--- config.mk ---
export PLATFORM = sky130hd
export DESIGN_NAME = scan_timebase
export DESIGN_NICKNAME = d
export VERILOG_FILES = /design/src/rtl/scan_timebase.sv
export SDC_FILE = /design/constraint.sdc
export NUM_CORES = 1
export LEC_CHECK = 0
export BUFFER_PORTS_ARGS = -buffer_cell sky130_fd_sc_hd__buf_2
export CORE_ASPECT_RATIO = 0.8
export CORE_UTILIZATION = 45
export CTS_CLUSTER_DIAMETER = 30
export DETAILED_ROUTE_END_ITERATION = 8
export PLACE_DENSITY = 0.71
export REMOVE_ABC_BUFFERS = 1
export SLEW_MARGIN = 10
export SYNTH_ARGS = -nofsm -noshare
export SYNTH_HDL_FRONTEND = slang
export SYNTH_SLANG_ARGS = --single-unit
--- constraint.sdc ---
create_clock -name clk -period 6.1 [get_ports clk]
set_input_delay 1.525 -clock clk [delete_from_list [all_inputs] [get_ports clk]]
set_output_delay 1.525 -clock clk [all_outputs]
set_load 0.05 [all_outputs]
--- src/rtl/scan_timebase.sv ---
module scan_timebase #(
  parameter int DIV_W       = 5,
  parameter int DWELL_TICKS = 64
) (
  input  logic             clk,
  input  logic             rst_n,
  input  logic [DIV_W-1:0] div_n,
  input  logic             decoded,
  output logic [3:0]       scan_out,
  output logic [3:0]       scan_idx,
  output logic             kbd_active,
  output logic             tick,
  output logic             digit_switch
);
  localparam int DW_W = $clog2(DWELL_TICKS + 1);
  localparam logic [DW_W-1:0] DW_LAST = DW_W'(DWELL_TICKS - 1);
  localparam logic [DIV_W-1:0] MIN_DIV = DIV_W'(2);

  logic [DIV_W-1:0] pre_cnt;
  logic [DW_W-1:0]  dw_cnt;
  logic [3:0]       scan_cnt;
  logic             mode_q;
  logic             mode_chg;
  logic [DIV_W-1:0] eff_n;
  logic [DIV_W-1:0] pre_last;
  logic             dw_end;
  logic [3:0]       scan_next;

  assign eff_n    = (div_n < MIN_DIV) ? MIN_DIV : div_n;
  assign pre_last = eff_n - DIV_W'(1);
  assign mode_chg = decoded != mode_q;
  assign tick     = (pre_cnt >= pre_last) && !mode_chg;
  assign dw_end   = dw_cnt == DW_LAST;
  assign digit_switch = tick && dw_end;

  assign scan_next = mode_q ? {2'b00, scan_cnt[1:0] + 2'd1} : scan_cnt + 4'd1;

  always_ff @(posedge clk or negedge rst_n) begin
    if (!rst_n) begin
      pre_cnt  <= '0;
      dw_cnt   <= '0;
      scan_cnt <= '0;
      mode_q   <= 1'b0;
    end else if (mode_chg) begin
      pre_cnt  <= '0;
      dw_cnt   <= '0;
      scan_cnt <= '0;
      mode_q   <= decoded;
    end else if (tick) begin
      pre_cnt <= '0;
      if (dw_end) begin
        dw_cnt   <= '0;
        scan_cnt <= scan_next;
      end else begin
        dw_cnt <= dw_cnt + DW_W'(1);
      end
    end else begin
      pre_cnt <= pre_cnt + DIV_W'(1);
    end
  end

  assign scan_idx   = scan_cnt;
  assign scan_out   = mode_q ? ~(4'b0001 << scan_cnt[1:0]) : scan_cnt;
  assign kbd_active = mode_q | ~scan_cnt[3];
endmodule


# Yosys cells after proc, flatten, opt, wreduce, memory -nomap -nowiden
# Cells that the tools add are included.
# Widths: inputs -> output; s select.
dict set report totals {
  reg_bits 17
  input_bits 8
  output_inout_bits 11
  word_cells 34
}
dict set report classes {
  n_addsub 5
  order_cmp 2
  eq_ne 2
  shifts 1
  n_mux 11
  n_bitwise 3
  reduce_logical 6
}
# operator n
set op_table {}
lappend op_table {{$mux 7} 3}
lappend op_table {{$mux 4} 5}
lappend op_table {{$mux 5} 3}
lappend op_table {{$add 7x1->7 const B} 1}
lappend op_table {{$eq 7x6->1 const B} 1}
lappend op_table {{$add 5x1->5 const B} 1}
lappend op_table {{$ge 5x5->1} 1}
lappend op_table {{$lt 5x2->1 const B} 1}
lappend op_table {{$sub 5x1->5 const B} 1}
lappend op_table {{$add 4x1->4 const B} 1}
lappend op_table {{$not 4->4} 1}
lappend op_table {{$reduce_bool 2->1} 2}
lappend op_table {{$shl 1x2->4 const A} 1}
lappend op_table {{$add 2x1->2 const B} 1}
lappend op_table {{$logic_and 1x1->1} 2}
lappend op_table {{$reduce_and 2->1} 1}
lappend op_table {{$logic_not 1->1} 1}
lappend op_table {{$ne 1x1->1} 1}
lappend op_table {{$not 1->1} 1}
lappend op_table {{$or 1x1->1} 1}

# Depth between registers and ports, before layout
# Gate-level depths: netlist (run 1).
dict set report depth {
  ltp_word 7
  mapped_depth 11
  mapped_depth_nobuf 10
}

# Least setup slack after synthesis (run 1)
# No wires, ideal clock.
dict set report synth_timing {
  path_kind {input -> output}
  startpoint {in div_n[4]}
  endpoint {out digit_switch}
  arrival_time_ns 4.184
  required_time_ns 4.575
  path_slack_ns 0.391
  path_stages 9
  n_path_buf 1
  cell_sequence {o41ai_1 ha_1 nand2_1 xor2_1 ha_1 nand2_1 o21a_2 buf_6 nor3_1}
}
dict set report synth_via {
  elab_chain_len 6
}
# item line
set synth_lines {}
lappend synth_lines {{start: declaration} 7} ;# input logic [DIV_W-1:0] div_n,
lappend synth_lines {{$lt 5x2->1} 29} ;# assign eff_n = (div_n < MIN_DIV) ? MIN_DIV : div_n;
lappend synth_lines {{$mux 5 *} 29}
lappend synth_lines {{$sub 5x1->5 *} 30} ;# assign pre_last = eff_n - DIV_W'(1);
lappend synth_lines {{$ge 5x5->1 *} 32} ;# assign tick = (pre_cnt >= pre_last) && !mode_chg;
lappend synth_lines {{$logic_and 1x1->1 *} 32}
lappend synth_lines {{$logic_and 1x1->1 *} 34} ;# assign digit_switch = tick && dw_end;
lappend synth_lines {{end: declaration} 13} ;# output logic digit_switch
# Mark *: on every way between the ends. The rest lies on a longest branch, timed or not.

# Worst setup path after layout (run 1)
# Same ends and word-level chain as after synthesis.

==> results of run 1 <==
[sequential cells by signal (all words and copies together) (netlist names)]
name      cells
dw_cnt        7
mode_q        1
pre_cnt       5
scan_idx      4
[path summary, 6_finish.rpt]
kind	cells after the start	slack, ns	to
worst max-delay path	10	0.70	digit_switch
worst min-delay path	1	0.50	pre_cnt[0]
worst max register to register	7	4.19	dw_cnt[4]
worst min register to register	1	0.50	pre_cnt[0]
max in group asynchronous	1	4.70	mode_q
min in group asynchronous	1	1.13	dw_cnt[2]
[cells in the final DEF (no fill, tap or decap), drive strengths merged]
master / synthesis / routed
a41oi: 1 / 1
nand4: 1 / 1
o21a: 2 / 2
clkbuf: 1 / 3
nor2: 15 / 15
a311oi: 1 / 1
o31a: 1 / 1
mux2i: 2 / 2
xor2: 4 / 4
clkinv: 0 / 1
a31oi: 3 / 3
o21ai: 9 / 9
o41ai: 1 / 1
a21o: 1 / 1
nor3: 3 / 3
a31o: 1 / 1
dfrtp: 17 / 17
buf: 4 / 18
nand3b: 1 / 1
xnor2: 3 / 3
a211oi: 2 / 2
inv: 5 / 5
ha: 12 / 12
nand2: 11 / 11
a21oi: 10 / 10
nand3: 6 / 6
and3: 2 / 2
nand2b: 1 / 1
o311a: 1 / 1
or3: 3 / 3
[critical path, stage by stage]
cell and delay (ns):
buf_2 0.13, o41ai_1 0.47, ha_1 0.27, xnor2_1 0.14, ha_1 0.27, a21o_1 0.16, a31oi_1 0.22, o21a_2 0.35
nor3_1 0.08, buf_2 0.25
[final cells by class]
cell class	instances	area share
Clock inverter	1	0.00403
Inverter	5	0.0151
Multi-Input combinational cell	97	0.522
Clock buffer	3	0.0181
Timing Repair Buffer	18	0.0726
Tap cell	25	0.0252
Sequential cell	17	0.343
[metrics by stage]
step	power, mW	util	cells	setup slack, ns
final	0.243	0.551	166	0.697
after global routing	0.256	0.551	166	0.504
after CTS	0.244	0.551	166	0.699
after detailed placement	0.182	0.539	162	0.713
after global placement	0.180	0.539	162	0.825
after floorplan	0.165	-	119	0.457
[layer usage]
layer	routed length, um	up-vias	GRT usage
li1	-	480	-
met4	13	0	0.0571
met2	1000	28	0.299
met3	129	2	0.0523
met1	1140	450	0.270
met5	0	-	0
[logic make-up (layout without fill, tap and decap cells)]
kind of cell | after synthesis | after routing
xor+xnor | 7 | 7
buf+inv | 10 | 27
compound gates | 33 | 33
simple gates | 43 | 43
mux | 2 | 2
flops | 17 | 17
fa+ha+maj | 12 | 12
[power breakdown]
| part | internal [mW] | switching [mW] | total, mW | leakage [nW] |
|---|---|---|---|---|
| clock network | 0.0244 | 0.0382 | 0.0626 | 0.0177 |
| logic | 0.0193 | 0.0358 | 0.0551 | 0.341 |
| registers | 0.118 | 0.00643 | 0.125 | 0.233 |
==> impl_metrics.ini, run 1 <==
[layout]
diodes = 0
nets = 162
seq_area_um2 = 425
finalInstanceArea_um2 = 1240
multi_input_area_um2 = 648
final_layout_size_suffix_gt1_frac = 0.206
area_delta_synth_final_pct = 9.98
fillers = 207

[min_path]
hold_class = register to register
min_from = pre_cnt[0]

[routing]
viasPerCell = 5.78
wl_um = 2290
postRouteAntennaNets = 0
dr.first_iter.drc_count = 30
via_count = 960
first_pass_iters = 4
drc = 0
wl_per_cell_um = 13.8

[timing]
slew_viol_final = 0
max_slew_margin = 0.436
rsz0062_at_grt = false
setup_viol = 0
finClkSkew_ns = 0.00347
fin_setup_tns_ns = 0
final_hold_viol_count = 0
finalCritPeriodShare = 0.886
fin_crit_ns = 5.40
hold_ws_ns = 0.498
worstMarginPinSlew_ns = 0.843
max_freq_mhz = 185

[floorplanning]
die_w_um = 58.0
row_count = 15
die_area_um2 = 2710
start_util = 0.501
num_io_pins = 19
coreArea_um2 = 2250
die_height_um = 46.8

[logic_synthesis]
synthSimpleGateAreaFrac = 0.178
synthXorXnorAreaFrac = 0.0543
yosys.area_share.adder = 0.133
ys_seq_elements = 17
synth_compound_area_frac = 0.191
netlist_area_um2 = 1130
synth-async-reset-ratio = 1.00
yosysWarnings = 0
synth-main-ff-cell = dfrtp_1
post_synth.cell_area_avg_um2 = 9.10
yosys.area.top_type_share = 0.377
yosysTopAreaCell = dfrtp_1
yosys-top-cells-area = dfrtp_1 38%, ha_1 13%, nor2_1 5.0%
synth_top_family_by_area = compound AO/OA/AOI/OAI gates
synth_mux_area_frac = 0.0177
synth_most_common_cell = dfrtp_1
ys_top_cells_by_count = 17 x dfrtp_1, 15 x nor2_1, 12 x ha_1, 10 x nand2_1, 9 x a21oi_1
synth_seq_area_share = 0.377
syn_inst = 124
ys_types = 36
synth-edff-count = 0

[clock_network]
clkTransAtPathRegs_ns = 0.10
clock-sinks = 17
ctsHoldBuffers = 0
post_cts_buffers = 0
cts_tree = done
clk_path_buf_depth = 2
htree_levels = 1
clockRootBuffer = clkbuf_4
numCtsBuffers = 3
ctsResizeCount = 0
clock_latency_ns = 0.30

[power_and_ir_drop]
power_density_nw_per_um2 = 196
p_leak_nw = 0.591
vdd_drop_max_mv = 0.104

[worst_setup_path]
start_kind = input port
r2r_start = pre_cnt[0]
crit_fanout = 15
required_ns = 4.58
cp-end-kind = primary output
criticalPathCategory = input port to primary output
cp-startpoint = div_n[4]
cp_data_arrival_time_ns = 3.88

[placed_design]
place_congestion = 0.881
detailed_place_hpwl_um = 1670
io_buffers = 18
dpl_cell_area_um2 = 1210

[grt]
grt_pass1_vias = 872
grt_max_degree = 18
grtUsageTotal = 0.193
grt_pass1_wl_um = 3870
overflow = 0
antenna_found_initial = 0

[flow_run]
cap_violations = 0

[outcome]
status = complete, no violations
Power figures use the tool's default switching activity.
==> run 2, diff against run 1 <==
--- a/config.mk
+++ b/config.mk
@@ -6,6 +6,7 @@
 export NUM_CORES = 1
 export LEC_CHECK = 0
 export BUFFER_PORTS_ARGS = -buffer_cell sky130_fd_sc_hd__buf_2
+export CAP_MARGIN = 10
 export CORE_ASPECT_RATIO = 0.8
 export CORE_UTILIZATION = 45
 export CTS_CLUSTER_DIAMETER = 30
==> constraint.sdc (replaced) <==
create_clock -name clk -period 6.1 [get_ports clk]
set_input_delay 0.915 -clock clk [delete_from_list [all_inputs] [get_ports clk]]
set_output_delay 0.915 -clock clk [all_outputs]
set_load 0.05 [all_outputs]
==> impl_metrics.ini, run 2 (same netlist as run 1, synthesis figures left out) <==
[power_and_ir_drop]
total_power_mw = 0.243
p_leak_nw = 0.591
vdd_drop_max_mv = 0.104
power_density_nw_per_um2 = 196

[timing]
fin_crit_ns = 4.18
finClkSkew_ns = 0.00347
finalCritPeriodShare = 0.686
hold_ws_ns = 0.498
slew_viol_final = 0
rsz0062_at_grt = false
worstMarginPinSlew_ns = 0.843
final_hold_viol_count = 0
max_freq_mhz = 239
max_slew_margin = 0.436
setup_viol = 0
fin_setup_tns_ns = 0

[clock_network]
ctsResizeCount = 0
clock_latency_ns = 0.30
cts_tree = done
post_cts_buffers = 0
clkTransAtPathRegs_ns = 0.10
clk_path_buf_depth = 2
clockRootBuffer = clkbuf_4
numCtsBuffers = 3
ctsHoldBuffers = 0
htree_levels = 1
clock-sinks = 17

[grt]
grt_max_degree = 18
antenna_found_initial = 0
grt_pass1_vias = 872
grt_pass1_wl_um = 3870
overflow = 0
grtUsageTotal = 0.193

[routing]
wl_per_cell_um = 13.8
postRouteAntennaNets = 0
wl_um = 2290
drc = 0
first_pass_iters = 4
via_count = 960
viasPerCell = 5.78
dr.first_iter.drc_count = 30

[worst_setup_path]
cp-startpoint = div_n[4]
start_kind = input port
cp-end-kind = primary output
crit_fanout = 15
required_ns = 5.18
cp_data_arrival_time_ns = 3.27
r2r_cells = 7
r2r_start = pre_cnt[0]
criticalPathCategory = input port to primary output

[floorplanning]
die_w_um = 58.0
die_area_um2 = 2710
num_io_pins = 19
row_count = 15
start_util = 0.501
coreArea_um2 = 2250
die_height_um = 46.8

[placed_design]
detailed_place_hpwl_um = 1670
io_buffers = 18
place_congestion = 0.881

[layout]
regMostFlops = dw_cnt
final_layout_size_suffix_gt1_frac = 0.206
nets = 162
layout_commonest_cell = buf_2
fillers = 207
layout_common_cells = 18 x buf_2, 17 x dfrtp_1, 15 x nor2_1
area_delta_synth_final_pct = 9.98
fin_util = 0.551
diodes = 0
largest_reg_flops = 7

[outcome]
status = complete, no violations

[flow_run]
cap_violations = 0

[min_path]
hold_class = register to register
whs_path_depth = 1
min_from = pre_cnt[0]
==> run 2: cell counts in the layout (fill, tap and decap cells not counted) <==
No cell type changed its count.
==> run 2: worst paths after layout <==
kind | to | slack (ns)
worst min register to register | pre_cnt[0] | 0.50
worst min-delay path | pre_cnt[0] | 0.50
worst max register to register | dw_cnt[4] | 4.19
min in group asynchronous | dw_cnt[2] | 0.52
worst max-delay path | digit_switch | 1.92
max in group asynchronous | mode_q | 5.31
==> run 2: power by group <==
part           switching [mW]  internal, mW
combinational          0.0358        0.0193
clock                  0.0382        0.0244
sequential            0.00643         0.118
==> run 2: area by class of cell <==
class                      count  area [um2]  area share
clock buffer                   3        22.5      0.0181
tap                           25        31.3      0.0252
inverter                       5        18.8      0.0151
multi-input combinational     97         648       0.522
clock inverter                 1        5.00     0.00403
timing repair buffer          18        90.1      0.0726
sequential                    17         425       0.343
==> run 2: stage by stage <==
stage	cell area, um2	cells	setup slack [ns]
finish	1240	166	1.92
global route	1240	166	1.72
CTS	1240	166	1.92
detailed placement	1210	162	1.93
global placement	1210	162	2.05
floorplan	1090	119	1.68
==> run 2: worst max-delay path, cell delays in order <==
cell and delay [ns]:
buf_2 0.13, o41ai_1 0.47, ha_1 0.27, xnor2_1 0.14, ha_1 0.27, a21o_1 0.16, a31oi_1 0.22, o21a_2 0.35
nor3_1 0.08, buf_2 0.25
==> run 2: routing by layer <==
layer,share of wire,global-route usage,wire (um)
met2,0.44,0.299,1000
met5,0,0,0
met4,0.0057,0.0571,13
met1,0.50,0.270,1140
met3,0.056,0.0523,129
==> run 3, diff against run 2 <==
--- a/config.mk
+++ b/config.mk
@@ -11,7 +11,7 @@
 export CORE_UTILIZATION = 45
 export CTS_CLUSTER_DIAMETER = 30
 export DETAILED_ROUTE_END_ITERATION = 8
-export PLACE_DENSITY = 0.71
+export PLACE_DENSITY = 0.74
 export REMOVE_ABC_BUFFERS = 1
 export SLEW_MARGIN = 10
 export SYNTH_ARGS = -nofsm -noshare
==> constraint.sdc (replaced) <==
create_clock -name clk -period 3.75 [get_ports clk]
set_input_delay 0.5625 -clock clk [delete_from_list [all_inputs] [get_ports clk]]
set_output_delay 0.5625 -clock clk [all_outputs]
set_load 0.05 [all_outputs]
==> impl_metrics.ini, run 3 (same netlist as run 1, synthesis figures left out) <==
[power_and_ir_drop]
switching_share = 0.321
p_switching_mw = 0.126
power_density_nw_per_um2 = 315
clock_power_share = 0.251
power.internal_mw = 0.267
vdd_drop_max_mv = 0.266
total_power_mw = 0.393
p_leak_nw = 0.593
pwr-share-seq = 0.516
combPwrFrac = 0.232

[grt]
grt_pass1_wl_um = 3800
overflow = 0
grt_max_degree = 18
antenna_found_initial = 0
grt_pass1_vias = 852
grtUsageTotal = 0.191

[layout]
layout_common_cells = 18 x buf_2, 17 x dfrtp_1, 15 x nor2_1
nets = 163
fin_util = 0.554
area_delta_synth_final_pct = 10.5
regMostFlops = dw_cnt
largest_reg_flops = 7
final_layout_size_suffix_gt1_frac = 0.204
finalInstanceArea_um2 = 1250
layout_commonest_cell = buf_2
diodes = 0

[worst_setup_path]
cp_data_arrival_time_ns = 2.87
r2r_start = pre_cnt[2]
critPathBufInv = 2
crit_slowest_cell = o41ai_1
crit_fanout = 15
cp-end-kind = primary output
required_ns = 3.19
r2r_end = scan_idx[1]
critPathTopFamily = compound AO/OA/AOI/OAI gates
start_kind = input port
cp_cell_sequence = buf_2, o41ai_1, ha_1, xnor2_1, ha_1, a21o_1, a31oi_1, o21a_2, nor3_1, buf_2
crit_path_max_incr_delay_ns = 0.47
criticalPathCategory = input port to primary output
r2r_cells = 6
rrSetupSlack_ns = 1.88

[clock_network]
post_cts_buffers = 0
ctsHoldBuffers = 0
clkTransAtPathRegs_ns = 0.10
htree_levels = 1
clock-sinks = 17
cts_tree = done
clock_latency_ns = 0.29
ctsResizeCount = 0
clockRootBuffer = clkbuf_4
clk_path_buf_depth = 2
numCtsBuffers = 3

[timing]
max_freq_mhz = 291
hold_ws_ns = 0.166
finalCritPeriodShare = 0.915
worstMarginPinSlew_ns = 0.586
max_slew_margin = 0.606
finClkSkew_ns = 0.00580
fin_setup_tns_ns = 0
setup_viol = 0
rsz0062_at_grt = false
slew_viol_final = 0
fin_crit_ns = 3.43
final_hold_viol_count = 0

[routing]
drc = 1
viasPerCell = 5.56
via_count = 928
wl_per_cell_um = 13.8
postRouteAntennaNets = 0
first_pass_iters = 6
dr.first_iter.drc_count = 28
wl_um = 2310

[floorplanning]
start_util = 0.501
coreArea_um2 = 2250
die_area_um2 = 2710
row_count = 15
num_io_pins = 19
die_w_um = 58.0
die_height_um = 46.8

[flow_run]
cap_violations = 0

[placed_design]
detailed_place_hpwl_um = 1780
io_buffers = 18
place_congestion = 0.855
dpl_cell_area_um2 = 1220

[outcome]
violations = design-rule violations
status = finished with violations

[min_path]
hold_class = input port to async pin
run 3: cell count changes in the layout (fill, tap and decap cells not counted):
cell | before | now
buf_4 | 0 | 1
clkbuf_1 | 0 | 1
clkinv_2 | 1 | 0
run 3: per-layer routing:
layer,vias up,track usage,share of wire
met5,-,0,0
met4,0,0.0571,0.0091
met3,4,0.0468,0.047
met2,24,0.333,0.45
met1,422,0.243,0.50
li1,478,-,-
run 3: metrics by stage:
stage / setup slack, ns / cells
after CTS: 0.319 / 167
final: 0.319 / 167
after global routing: 0.0809 / 167
after detailed placement: 0.320 / 163
after floorplan: 0.0315 / 119
after global placement: 0.423 / 163
run 3: power groups by stage:
stage	Combinational [mW]	Clock [mW]	Sequential [mW]
after floorplan	0.0637	0	0.204
after global placement	0.0876	0	0.206
after detailed placement	0.0920	0	0.207
after CTS	0.0921	0.102	0.203
after global routing	0.103	0.108	0.205
final	0.0912	0.0988	0.203
run 3: final cells by class:
type                       count  area, um2
fill                         220       1000
multi-input combinational     97        648
sequential                    17        425
timing repair buffer          19       97.6
tap                           25       31.3
clock buffer                   4       26.3
inverter                       5       18.8
run 3: how the worst max path moves through the flow:
stage          slack, ns      from  cells past startpoint      endpoint
4_1_cts             0.32  div_n[4]                     10  digit_switch
2_1_floorplan       0.03  div_n[4]                      8  digit_switch
3_5_place_dp        0.32  div_n[4]                     10  digit_switch
3_3_place_gp        0.42  div_n[4]                     10  digit_switch
6_report            0.32  div_n[4]                     10  digit_switch
5_1_grt             0.08  div_n[4]                     10  digit_switch
run 3: worst reg2reg max path, cell delays in order, from the launching register on:
cell and delay, ns:
dfrtp_1 0.44, ha_1 0.34, a21o_1 0.17, a31oi_1 0.22
o21a_2 0.35, o21ai_0 0.14, a21oi_1 0.15
